**config.mk**
```make
export PLATFORM = sky130hd
export DESIGN_NAME = scan_sync_gen
export DESIGN_NICKNAME = d
export VERILOG_FILES = /design/src/rtl/scan_sync_pkg.sv /design/src/rtl/ssg_line_divider.sv /design/src/rtl/ssg_io_decode.sv /design/src/rtl/ssg_row_counter.sv /design/src/rtl/ssg_level_encoder.sv /design/src/rtl/scan_sync_gen.sv
export SDC_FILE = /design/constraint.sdc
export NUM_CORES = 1
export LEC_CHECK = 0
export ABC_AREA = 1
export BUFFER_PORTS_ARGS = -buffer_cell sky130_fd_sc_hd__buf_2
export CORE_MARGIN = 2
export CORE_UTILIZATION = 30
export CTS_CLUSTER_SIZE = 25
export DETAILED_ROUTE_END_ITERATION = 12
export PLACE_DENSITY = 0.49
export SLEW_MARGIN = 20
export SYNTH_ARGS = -nofsm -noshare
export SYNTH_HDL_FRONTEND = slang
export SYNTH_SLANG_ARGS = --single-unit
```
**constraint.sdc**
```tcl
create_clock -name clk -period 1.39 [get_ports clk]
set_input_delay 0 -clock clk [delete_from_list [all_inputs] [get_ports clk]]
set_output_delay 0 -clock clk [all_outputs]
set_load 0.005 [all_outputs]
```
**src/rtl/scan_sync_pkg.sv**
```systemverilog
// Shared types for the scan-line sync timer.
// Assumes a two-bit level code consumed by an external level shifter.
package scan_sync_pkg;
    typedef enum logic [1:0] {
        LVL_SYNC  = 2'd0,
        LVL_BLACK = 2'd1,
        LVL_WHITE = 2'd2
    } level_e;
endpackage

```
**src/rtl/ssg_line_divider.sv**
```systemverilog
// Free-running line divider: counts LINE_CLKS clocks per line and drives
// line sync for the first SYNC_CLKS of them. Assumes SYNC_CLKS < LINE_CLKS.
module ssg_line_divider #(
    parameter int LINE_CLKS = 416,
    parameter int SYNC_CLKS = 32
) (
    input  logic clk,
    input  logic rst_n,
    output logic hsync,
    output logic line_wrap
);
    localparam int CW = $clog2(LINE_CLKS);
    localparam logic [CW-1:0] LAST  = CW'(LINE_CLKS - 1);
    localparam logic [CW-1:0] SEDGE = CW'(SYNC_CLKS);

    logic [CW-1:0] pos_q;

    // Advance the position within the line, wrapping at the line end.
    always_ff @(posedge clk) begin
        if (!rst_n)              pos_q <= '0;
        else if (pos_q == LAST)  pos_q <= '0;
        else                     pos_q <= pos_q + 1'b1;
    end

    assign hsync     = (pos_q < SEDGE);
    assign line_wrap = (pos_q == LAST);
endmodule

```
**src/rtl/ssg_io_decode.sv**
```systemverilog
// I/O strobe decoder: holds the NMI enable and the vertical sync state.
// Assumes io_valid lasts one clock per access.
module ssg_io_decode #(
    parameter int          ADDR_W   = 8,
    parameter logic [7:0]  OFF_PORT = 8'hFD,
    parameter logic [7:0]  ON_PORT  = 8'hFE
) (
    input  logic              clk,
    input  logic              rst_n,
    input  logic              io_valid,
    input  logic              io_write,
    input  logic [ADDR_W-1:0] io_addr,
    output logic              nmi_en,
    output logic              vsync
);
    logic wr_hit;
    logic rd_vs;

    assign wr_hit = io_valid && io_write;
    assign rd_vs  = io_valid && !io_write && !io_addr[0] && !nmi_en;

    // Update the NMI enable on writes to the two control ports.
    always_ff @(posedge clk) begin
        if (!rst_n)                                          nmi_en <= 1'b0;
        else if (wr_hit && io_addr == ADDR_W'(OFF_PORT))     nmi_en <= 1'b0;
        else if (wr_hit && io_addr == ADDR_W'(ON_PORT))      nmi_en <= 1'b1;
    end

    // Start vertical sync on a qualifying read, end it on any write.
    always_ff @(posedge clk) begin
        if (!rst_n)      vsync <= 1'b0;
        else if (wr_hit) vsync <= 1'b0;
        else if (rd_vs)  vsync <= 1'b1;
    end
endmodule

```
**src/rtl/ssg_row_counter.sv**
```systemverilog
// Modulo-2^ROW_W scan-line counter, cleared while vertical sync is held.
module ssg_row_counter #(
    parameter int ROW_W = 3
) (
    input  logic             clk,
    input  logic             rst_n,
    input  logic             clear,
    input  logic             step,
    output logic [ROW_W-1:0] row
);
    // Clear during vertical sync, otherwise step once per line.
    always_ff @(posedge clk) begin
        if (!rst_n)     row <= '0;
        else if (clear) row <= '0;
        else if (step)  row <= row + 1'b1;
    end
endmodule

```
**src/rtl/ssg_level_encoder.sv**
```systemverilog
// Composite level encoder: sync wins over pixel data. Purely combinational.
module ssg_level_encoder
    import scan_sync_pkg::*;
(
    input  logic       sync_any,
    input  logic       pixel,
    output logic [1:0] level
);
    level_e lvl;

    // Pick the level from sync state and pixel value.
    always_comb begin
        if (sync_any)   lvl = LVL_SYNC;
        else if (pixel) lvl = LVL_BLACK;
        else            lvl = LVL_WHITE;
    end

    assign level = lvl;
endmodule

```
**src/rtl/scan_sync_gen.sv**
```systemverilog
// Top of the scan-line sync and NMI timer. Ties the line divider, the I/O
// decoder, the row counter and the level encoder together.
// Assumes one clock of the 6.5 MHz pixel rate per cycle.
module scan_sync_gen #(
    parameter int         LINE_CLKS = 416,
    parameter int         SYNC_CLKS = 32,
    parameter int         ROW_W     = 3,
    parameter int         ADDR_W    = 8,
    parameter logic [7:0] OFF_PORT  = 8'hFD,
    parameter logic [7:0] ON_PORT   = 8'hFE
) (
    input  logic              clk,
    input  logic              rst_n,
    input  logic              io_valid,
    input  logic              io_write,
    input  logic [ADDR_W-1:0] io_addr,
    input  logic              pixel_in,
    output logic              hsync_o,
    output logic              nmi_o,
    output logic              vsync_o,
    output logic              nmi_en_o,
    output logic [ROW_W-1:0]  row_o,
    output logic [1:0]        video_o
);
    logic line_wrap;

    ssg_line_divider #(.LINE_CLKS(LINE_CLKS), .SYNC_CLKS(SYNC_CLKS)) u_div (
        .clk(clk), .rst_n(rst_n), .hsync(hsync_o), .line_wrap(line_wrap)
    );

    ssg_io_decode #(.ADDR_W(ADDR_W), .OFF_PORT(OFF_PORT), .ON_PORT(ON_PORT)) u_io (
        .clk(clk), .rst_n(rst_n), .io_valid(io_valid), .io_write(io_write),
        .io_addr(io_addr), .nmi_en(nmi_en_o), .vsync(vsync_o)
    );

    ssg_row_counter #(.ROW_W(ROW_W)) u_row (
        .clk(clk), .rst_n(rst_n), .clear(vsync_o), .step(line_wrap), .row(row_o)
    );

    ssg_level_encoder u_lvl (
        .sync_any(hsync_o || vsync_o), .pixel(pixel_in), .level(video_o)
    );

    assign nmi_o = hsync_o && nmi_en_o;
endmodule

```
# [Word level (Yosys, flattened, before mapping)]
# Index checks and enable logic that the tools add are counted.
[word_totals] in_bits=13 word_cells=28 register_bits=14 output_inout_bits=9
[classes] magnitude_cmp=1 bitwise=1 n_eq_ne=3 n_addsub=2 reduce_logical=15 mux=2
[ops] operator="8-bit == test, second input constant" n=2
[ops] operator="9-bit by 1-bit adder with 9-bit output, second input constant" n=1
[ops] operator="9-bit == test, second input constant" n=1
[ops] operator="9-bit by 6-bit < comparator with 1-bit output, second input constant" n=1
[ops] operator="2-bit OR reduction" n=4
[ops] operator="1-bit logical AND" n=7
[ops] operator="2-bit two-way mux" n=2
[ops] operator="3-bit by 1-bit adder with 3-bit output, second input constant" n=1
[ops] operator="1-bit logical NOT" n=3
[ops] operator="1-bit logical OR" n=1
[ops] operator="1-bit inverter" n=1

# [Longest topological paths before layout]
# Gate-level depths: netlist of the first run.
[logic_depth] depth_word=4 mapped_depth=7 ltp_nobuf=7

# [Cells and area by module]
# A second synthesis of the first run with hierarchy kept.
[hier_totals] cells_unflattened=109 area_unflattened_um2=759.5
[modules_own_cells] mod="ssg_line_divider" n_inst=1 area_per_inst_um2=440.4 seq_area_each_um2=180.2 cells_each=58
[modules_own_cells] mod="ssg_io_decode" n_inst=1 area_per_inst_um2=146.4 seq_area_each_um2=40.0 cells_each=23
[modules_own_cells] mod="ssg_row_counter" n_inst=1 area_per_inst_um2=140.1 seq_area_each_um2=60.1 cells_each=20
[modules_own_cells] mod="scan_sync_gen" n_inst=1 area_per_inst_um2=18.8 seq_area_each_um2=0.0 cells_each=5
[modules_own_cells] mod="ssg_level_encoder" n_inst=1 area_per_inst_um2=13.8 seq_area_each_um2=0.0 cells_each=3

# [Worst setup path after synthesis of the first run]
# OpenSTA, ideal clock, no wires.
[synth_path] path_kind="register to register" from="register u_div.pos_q[0]" to="register u_div.pos_q[5]" path_stages_with_launch=7 n_path_buf=0 slack_ns=0.251 arrival_ns=1.023 setup_time_ns=0.116 t_required_ns=1.274 period_less_slack_ns=1.139 cell_sequence="dfxtp_1 ha_1 nand2_1 nor2_2 nand2_2 nand2_4 nor2_2"
[synth_via] elab_chain_cells=2 word_cells_on_any_way=3 classes_between="1 x add/sub; 1 x eq/ne; 1 x reduce/logical"
[synth_rtl] item="start: declaration" line_no="ssg_line_divider.sv:16" text="logic [CW-1:0] pos_q;"
[synth_rtl] item="start signal: assignment" line_no="ssg_line_divider.sv:22" text="else pos_q <= pos_q + 1'b1;"
[synth_rtl] item="branches (longest 2 deep; another with 9-bit by 1-bit adder with 9-bit output)"
# Parallel ways; which one is timed is not known.
# A chain may end at the register's enable or synchronous reset.

# [Final worst setup path of the first run]
# Same ends and word-level chain as after synthesis.

==> results summary, run 1 <==
The endpoint arrival time on the critical path is 1420 ps. The post-synthesis cell count is 112. In this run, the clock network consumes 37.9% of the power. Among all stages on the critical path, the largest delay is contributed by dfxtp_1. The min-delay analysis places its worst path in the category input port to register. STA puts the critical path data required time at 1570 ps. The final weighted congestion in routability-driven placement came out at 0.743. The slack of the worst reg-to-reg path came out at 150 ps. The cell that appears most often on the critical path is nor2_2. The CTS H-tree depth is 1. The number of placement rows is 18. Once the floorplan was initialized, standard cells occupied 31.9% of the core. The slew of the pin with the lowest slew margin came out at 211 ps. The number of distinct library cell variants in the gate-level netlist after synthesis came out at 21.

The worst relative slew slack came out at 85.8%. The clock slew at the register clock pins of the worst setup and hold paths came out at 90 ps. Sequential cells were found to cover 35.4% of the synthesized design area. The area growth from synthesis to layout came out at 23.9%. The clock skew after layout came out at 2.94 ps. The count of nets after finishing came out at 154.

The sequential share of power is 53.8%. The number of maximum-capacitance constraint violations is 0. The HPWL after detailed placement is 1320 um. The number of synthesized register bits came out at 14. In the routed layout, each cell is associated on average with a via count of 4.42. The overall die height came out at 55.3 um. The post-detailed-route DRC marker count is 0. The final period demand of the worst path came out at 1240 ps. Summed over all layers, the global routing overflow is 0. The routed wire length per instance came out at 9.54 um. The worst voltage drop across the vdd grid is 0.544 mV. The met1 routed wirelength after detailed routing is 769 um.

The area of the placeable core came out at 2480 um^2. The tree built by TritonCTS fans out to 14 sinks. The synthesized net count is 127. The total via count in the routed design came out at 743.

The cell area that synthesis handed to floorplanning was 791 um^2. The number of setup violations in the final report came out at 0. The sum of routed wire length over all layers is 1600 um. The timing-limited maximum frequency is 0.806 GHz.

The total count of max-transition violations in the final report is 0. In the final layout, the share of cells above drive strength 1 is 33.3%. The library cells used most frequently in the layout, excluding fill and tap cells, are nand2_1, buf_2, inv_1, nor2_1, dfxtp_1. Dividing total power by cell area gives a power density of 789 nW/um^2. The post-cts resize count is 0. The die area came out at 3060 um^2. The via count of the first global-routing pass came to 648. The number of inserted diodes came out at 0. The number of buffers inserted by port buffering is 21. Setup repair after global routing left no endpoint under its margin. The number of cells in the finished layout apart from fillers is 168. The first-pass GRT wire length came out at 2750 um. In this design, the largest share of critical-path delay is due to simple AND/OR/NAND/NOR gates. The largest net degree at the start of global routing came out at 10. The peak per-stage delay on the critical path came out at 370 ps. After detailed placement, the design holds a cell count of 163.

In this run the power spent charging and discharging nets is 175 uW. The buffer and inverter count on the worst path came out at 0. The worst-skew pair later-pin latency is 280 ps. The sum of negative setup slack came out at 0 ps.

Signal routing reaches up to met4. The TritonCTS clock tree is yes. The horizontal die dimension is 55.3 um. The hold violation count in the final report was 0. Leaving out fill and tap cells, the most frequent cell in the layout is nand2_1. Net switching is 22.6% of the power. In the finished design, the share of the clock period the worst path needs comes to 89.2%. The internal portion of the total power is 598 uW. The leakage power came out at 0.443 nW. The average cell area after synthesis came out at 7.06 um^2.

The number of DRC violations after detailed-routing iteration 0 came out at 17. The total design power came out at 773 uW. The number of buffers added by the clock tree synthesis step is 3. The overall track demand over capacity in global routing came out at 11.2%. The worst setup path is captured at a register.

The initial antenna violation count came out at 0. The combinational cell fraction of total power is 8.3%. The count of nets left with antenna violations once routing finished came out at 0.

The worst setup path is of the register to register kind. The run finished with clean final reports. The number of optimization iterations in the first detailed-route pass came out at 4. The met2 wirelength from detailed routing is 765 um. Clock tree synthesis selected as its root buffer the cell clkbuf_4.

Walking the worst path, the cells encountered are ha_1, nand2_1, nor2_2, nand2_2, nand2_4, nor2_2. The number of warnings reported in the yosys synthesis log came out at 0. The maximum number of buffers from clock root to sink is 2. STA classifies the critical path startpoint as a register. Wire segments on met3 add up to 51 um in the final route. The number of top-level pins is 22. The largest fanout on the critical path is 9.
layout make-up:
type	instances	area, um^2
clock buffers	4	36.3
fillers	265	1500
inverters	19	71.3
multi-input cells	79	439
flip-flops and latches	14	280
well taps	30	37.5
repair buffers	22	115
worst reg2reg max path, stage by stage (launching register included):
cell     delay [ps]
dfxtp_1         370
ha_1            220
nand2_1          90
nor2_2          170
nand2_2          80
nand2_4         150
nor2_2           60
synthesized netlist by cell type:
master,count,area (um^2)
nor2_2,8,50.1
dfxtp_1,14,280
nor2_1,15,56.3
nand2_4,1,11.3
nor2_4,2,22.5
a31oi_1,1,6.26
nor3_1,2,10.0
xor2_1,2,17.5
nand3b_1,2,15.0
inv_2,1,3.75
or2_0,1,6.26
o21ai_0,1,5.00
nand2_1,23,86.3
ha_1,2,25.0
a21oi_2,4,35.0
nand3_2,2,20.0
nand3_1,8,40.0
nand2_2,2,12.5
inv_1,18,67.6
nor3_2,1,10.0
a21oi_1,2,10.0
routing by layer:
metal,global-route usage [%],vias to the layer above
met3,4.92,2
met5,0,-
met2,17.3,8
li1,-,399
met1,14.0,334
met4,3.14,0
kinds of logic (layout without fill, tap and decap cells):
logic type / count (synthesis) / count (layout) / synth area share [%]
AOI/OAI and AO/OA: 8 / 8 / 7.12
adders and majority gates: 2 / 2 / 3.16
and+or+nand+nor: 67 / 67 / 43.0
DFF: 14 / 14 / 35.4
xor gates and xnor gates: 2 / 2 / 2.22
buffers and inverters: 19 / 45 / 9.02
power groups by stage:
stage               combinational, mW  sequential, mW  clock (mW)
finish                         0.0643           0.416       0.293
global route                   0.0726           0.418       0.337
CTS                            0.0653           0.416       0.310
detailed placement             0.0629           0.425           0
global placement               0.0615           0.425           0
floorplan                      0.0357           0.424           0
sequential cells by signal, summed over array words and instances (netlist names):
| signal | flops |
|---|---|
| u_div.pos_q | 9 |
| u_row.row | 3 |
| u_io.nmi_en | 1 |
| u_io.vsync | 1 |
final timing paths:
check,from,end,depth (start not counted)
min reg2reg,u_div.pos_q[0],u_div.pos_q[0],1
max reg2reg,u_div.pos_q[0],u_div.pos_q[5],6
max,u_div.pos_q[0],u_div.pos_q[5],6
min,io_write,u_io.vsync,4
what timing repair did:
item | 4_1_cts | 5_1_grt
setup buffers | 0 | 0
endpoints found under the setup margin | 0 | 0
hold endpoints to repair | 2 | 0
hold buffers | 1 | 0
metrics by stage:
step           utilization [%]  setup WS (ps)  hold WS, ps  instance area, um^2
2_1_floorplan                -            251         31.1                  791
3_3_place_gp              37.7            175          237                  933
3_5_place_dp              37.7            131          249                  933
4_1_cts                   39.5            122         11.4                  980
5_1_grt                   39.5           3.89         26.2                  980
6_report                  39.5            150         26.8                  980
(Power assumes the default switching activity.)
==> run 2: changes to the inputs <==
==> constraint.sdc (replaced) <==
create_clock -name clk -period 1.39 [get_ports clk]
set_input_delay 0 -clock clk [delete_from_list [all_inputs] [get_ports clk]]
set_output_delay 0 -clock clk [all_outputs]
set_load 0.05 [all_outputs]
==> run 2 against run 1 <==
  * Count of clock-buffer cells in the layout is 1 lower
  * Fmax is 1.1% lower
  * Critical path depth is 1 lower
  * Non-clock buffer count stayed put
  * Combinational power is 4.2% higher
  * Clock power is 22% lower
  * Sequential power hardly changed
  * Critical path type is now register to output pin
  * Largest cell class unchanged
==> results summary, run 2 (synthesis gave the netlist of run 1 again) <==
The number of top-level pins came to 22 (unchanged). The endpoint arrival time on the critical path is 1250 ps (was 1420 ps). The post-CTS setup buffer count is 0 (unchanged). Series of cell instances along the critical path: inv_1, nand3_2, nand2_1, nor2_1, buf_4 (was ha_1, nand2_1, nor2_2, nand2_2, nand2_4, nor2_2). The CTS H-tree depth came out at 1 (unchanged).

The buffer and inverter count on the worst path came out at 2 (was 0). The power density over the cells came out at 727 nW/um^2 (was 789 nW/um^2). The via density per instance is 4.37 (was 4.42). The worst-skew pair later-pin latency came out at 280 ps (about the same). The die area is 3060 um^2 (unchanged). The number of optimization iterations in the first detailed-route pass is 4 (unchanged).

The total via count in the routed design is 730 (was 743). The horizontal die dimension is 55.3 um (unchanged). The largest net degree at the start of global routing is 10 (unchanged). The combinational cell fraction of total power came out at 9.4% (was 8.3%).

Result of the run: completed (unchanged). The overall die height is 55.3 um (unchanged). The kind of end point of the critical path is an output pin (was register).

The number of DRC violations after detailed-routing iteration 0 was 12 (was 17). The fraction of power consumed by the clock network came out at 32.2% (was 37.9%). The routed wire length per instance is 9.49 um (was 9.54 um). The setup slack of the critical path after layout came out at 136 ps (was 150 ps). The number of stages on the worst hold path was 4 (unchanged). The antenna violation net count after detailed routing came out at 0 (unchanged).

The root buffer selected by CTS is clkbuf_4 (unchanged). The number of maximum-capacitance constraint violations is 0 (unchanged). The class of the most critical hold timing path is input port to register (unchanged).

The number of cells on the critical path came to 5 (was 6). The net switching share of the total power came out at 24.3% (was 22.6%). The category of the most critical setup path was register to output pin (was register to register). The share of the cycle needed by the critical path after routing came out at 90.2% (was 89.2%). The sum of routed wire length over all layers is 1590 um (was 1600 um).

The critical path launch point type is a register (unchanged). The final standard cell area without fillers is 980 um^2 (unchanged). The placed instance area came to 936 um^2 (was 933 um^2). The clock skew after layout came out at 12.1 ps (was 2.94 ps). The family with the most delay on the worst path is flip-flops (was simple AND/OR/NAND/NOR gates). The largest register by flop count is u_div.pos_q (unchanged). The total internal power came to 539 uW (was 598 uW). The most common cell after layout, fill and taps aside was nand2_1 (unchanged). The flip-flop count of the largest register, all copies and words added came to 9 (unchanged). The slowest stage cell on the critical path is dfxtp_1 (unchanged).

The worst voltage drop across the vdd grid came out at 0.307 mV (was 0.544 mV). The slew of the pin with the lowest slew margin was 254 ps (was 211 ps). The sequential share of power was 58.4% (was 53.8%).

RSZ-0062 raised after global routing: false (unchanged). The count of nets after finishing came out at 154 (unchanged). The maximum number of buffers from clock root to sink is 2 (unchanged). The total count of max-transition violations in the final report was 0 (unchanged). The depth of the most critical reg-to-reg path was 6 (unchanged).

The sum of negative setup slack came out at 0 ps (unchanged). The required time of the critical path is 1390 ps (was 1570 ps). The number of buffers inserted by port buffering is 21 (unchanged). The worst relative slew slack came out at 83.2% (was 85.8%). The largest fanout on the critical path is 3 (was 9).

The final weighted congestion in routability-driven placement is 0.699 (was 0.743). The final period demand of the worst path was 1250 ps (was 1240 ps). The number of buffers added by the clock tree synthesis step came to 3 (unchanged). The worst setup slack after placement came to 156 ps (was 131 ps). Most frequent cells in the layout: nand2_1, buf_2, inv_1, nor2_1, dfxtp_1 (unchanged). The area of the placeable core is 2480 um^2 (unchanged). The number of placement rows is 18 (unchanged). The post-detailed-route DRC marker count was 0 (unchanged). The initial cell density of the core is 31.9% (unchanged).

The area growth from synthesis to layout is 23.9% (unchanged). The hold violation count in the final report was 0 (unchanged). The global route total overflow came out at 0 (unchanged). The clock slew at the register clock pins of the worst setup and hold paths came out at 90 ps (about the same). The timing-limited maximum frequency is 0.798 GHz (was 0.806 GHz). The overall track demand over capacity in global routing is 11.3% (was 11.2%). The number of setup violations in the final report came to 0 (unchanged). Largest registers in the final layout: u_div.pos_q (9), u_row.row (3) (unchanged). The TritonCTS clock tree is yes (unchanged). The leakage power is 0.443 nW (about the same). The half-perimeter wire length after placement is 1250 um (was 1320 um). The worst hold slack came out at 11.0 ps (was 26.8 ps). The via count of the first global-routing pass is 691 (was 648).

The peak per-stage delay on the critical path is 360 ps (was 370 ps). The initial antenna violation count came out at 0 (unchanged). The total design power is 712 uW (was 773 uW).

The number of inserted diodes was 0 (unchanged). The fraction of layout instances using a drive strength above 1 is 35.0% (was 33.3%). The first-pass GRT wire length came to 2790 um (was 2750 um).

The total clock sinks is 14 (unchanged). The switching power of the nets is 173 uW (was 175 uW).
==> run 2: path summary, 6_finish.rpt <==
path                  startpoint  slack [ps]        endpoint
setup reg to reg  u_div.pos_q[0]         160  u_div.pos_q[5]
hold reg to reg   u_div.pos_q[0]         460  u_div.pos_q[0]
setup / recovery  u_div.pos_q[6]         140      video_o[1]
hold / removal          io_write          10      u_io.vsync
==> run 2: routing by layer <==
layer	GRT usage [%]	routed length, um
met1	15.1	775
met2	17.3	726
met3	1.41	64
met4	6.27	19
met5	0	0
==> run 2: worst reg2reg max path, cell delays in order, from the launching register on <==
cell     delay [ps]
dfxtp_1         370
ha_1            220
nand2_1         100
nor2_2          160
nand2_2          80
nand2_4         150
nor2_2           60
==> run 2: what timing repair did <==
item | 4_1_cts | 5_1_grt
resized for setup | 1 | 4
cloned | 0 | 0
endpoints found under the setup margin | 1 | 2
endpoints found under the hold margin | 2 | 0
hold buffers | 1 | 0
==> run 2: power groups by stage <==
stage / registers, mW / clock network [mW] / logic (mW)
2_1_floorplan: 0.428 / 0 / 0.0358
3_3_place_gp: 0.425 / 0 / 0.0654
3_5_place_dp: 0.425 / 0 / 0.0660
4_1_cts: 0.416 / 0.241 / 0.0683
5_1_grt: 0.417 / 0.251 / 0.0781
6_report: 0.416 / 0.229 / 0.0670
==> run 2: final cells by class <==
class / instances / area, um^2
clock buffers: 3 / 22.5
fillers: 290 / 1500
inverters: 19 / 71.3
multi-input cells: 79 / 447
flip-flops and latches: 14 / 282
well taps: 30 / 37.5
repair buffers: 22 / 120
==> run 2: metrics by stage <==
stage	util, %	cells
after floorplan	-	112
after global placement	37.8	163
after detailed placement	37.8	163
after CTS	39.2	167
after global routing	39.5	167
final	39.5	167
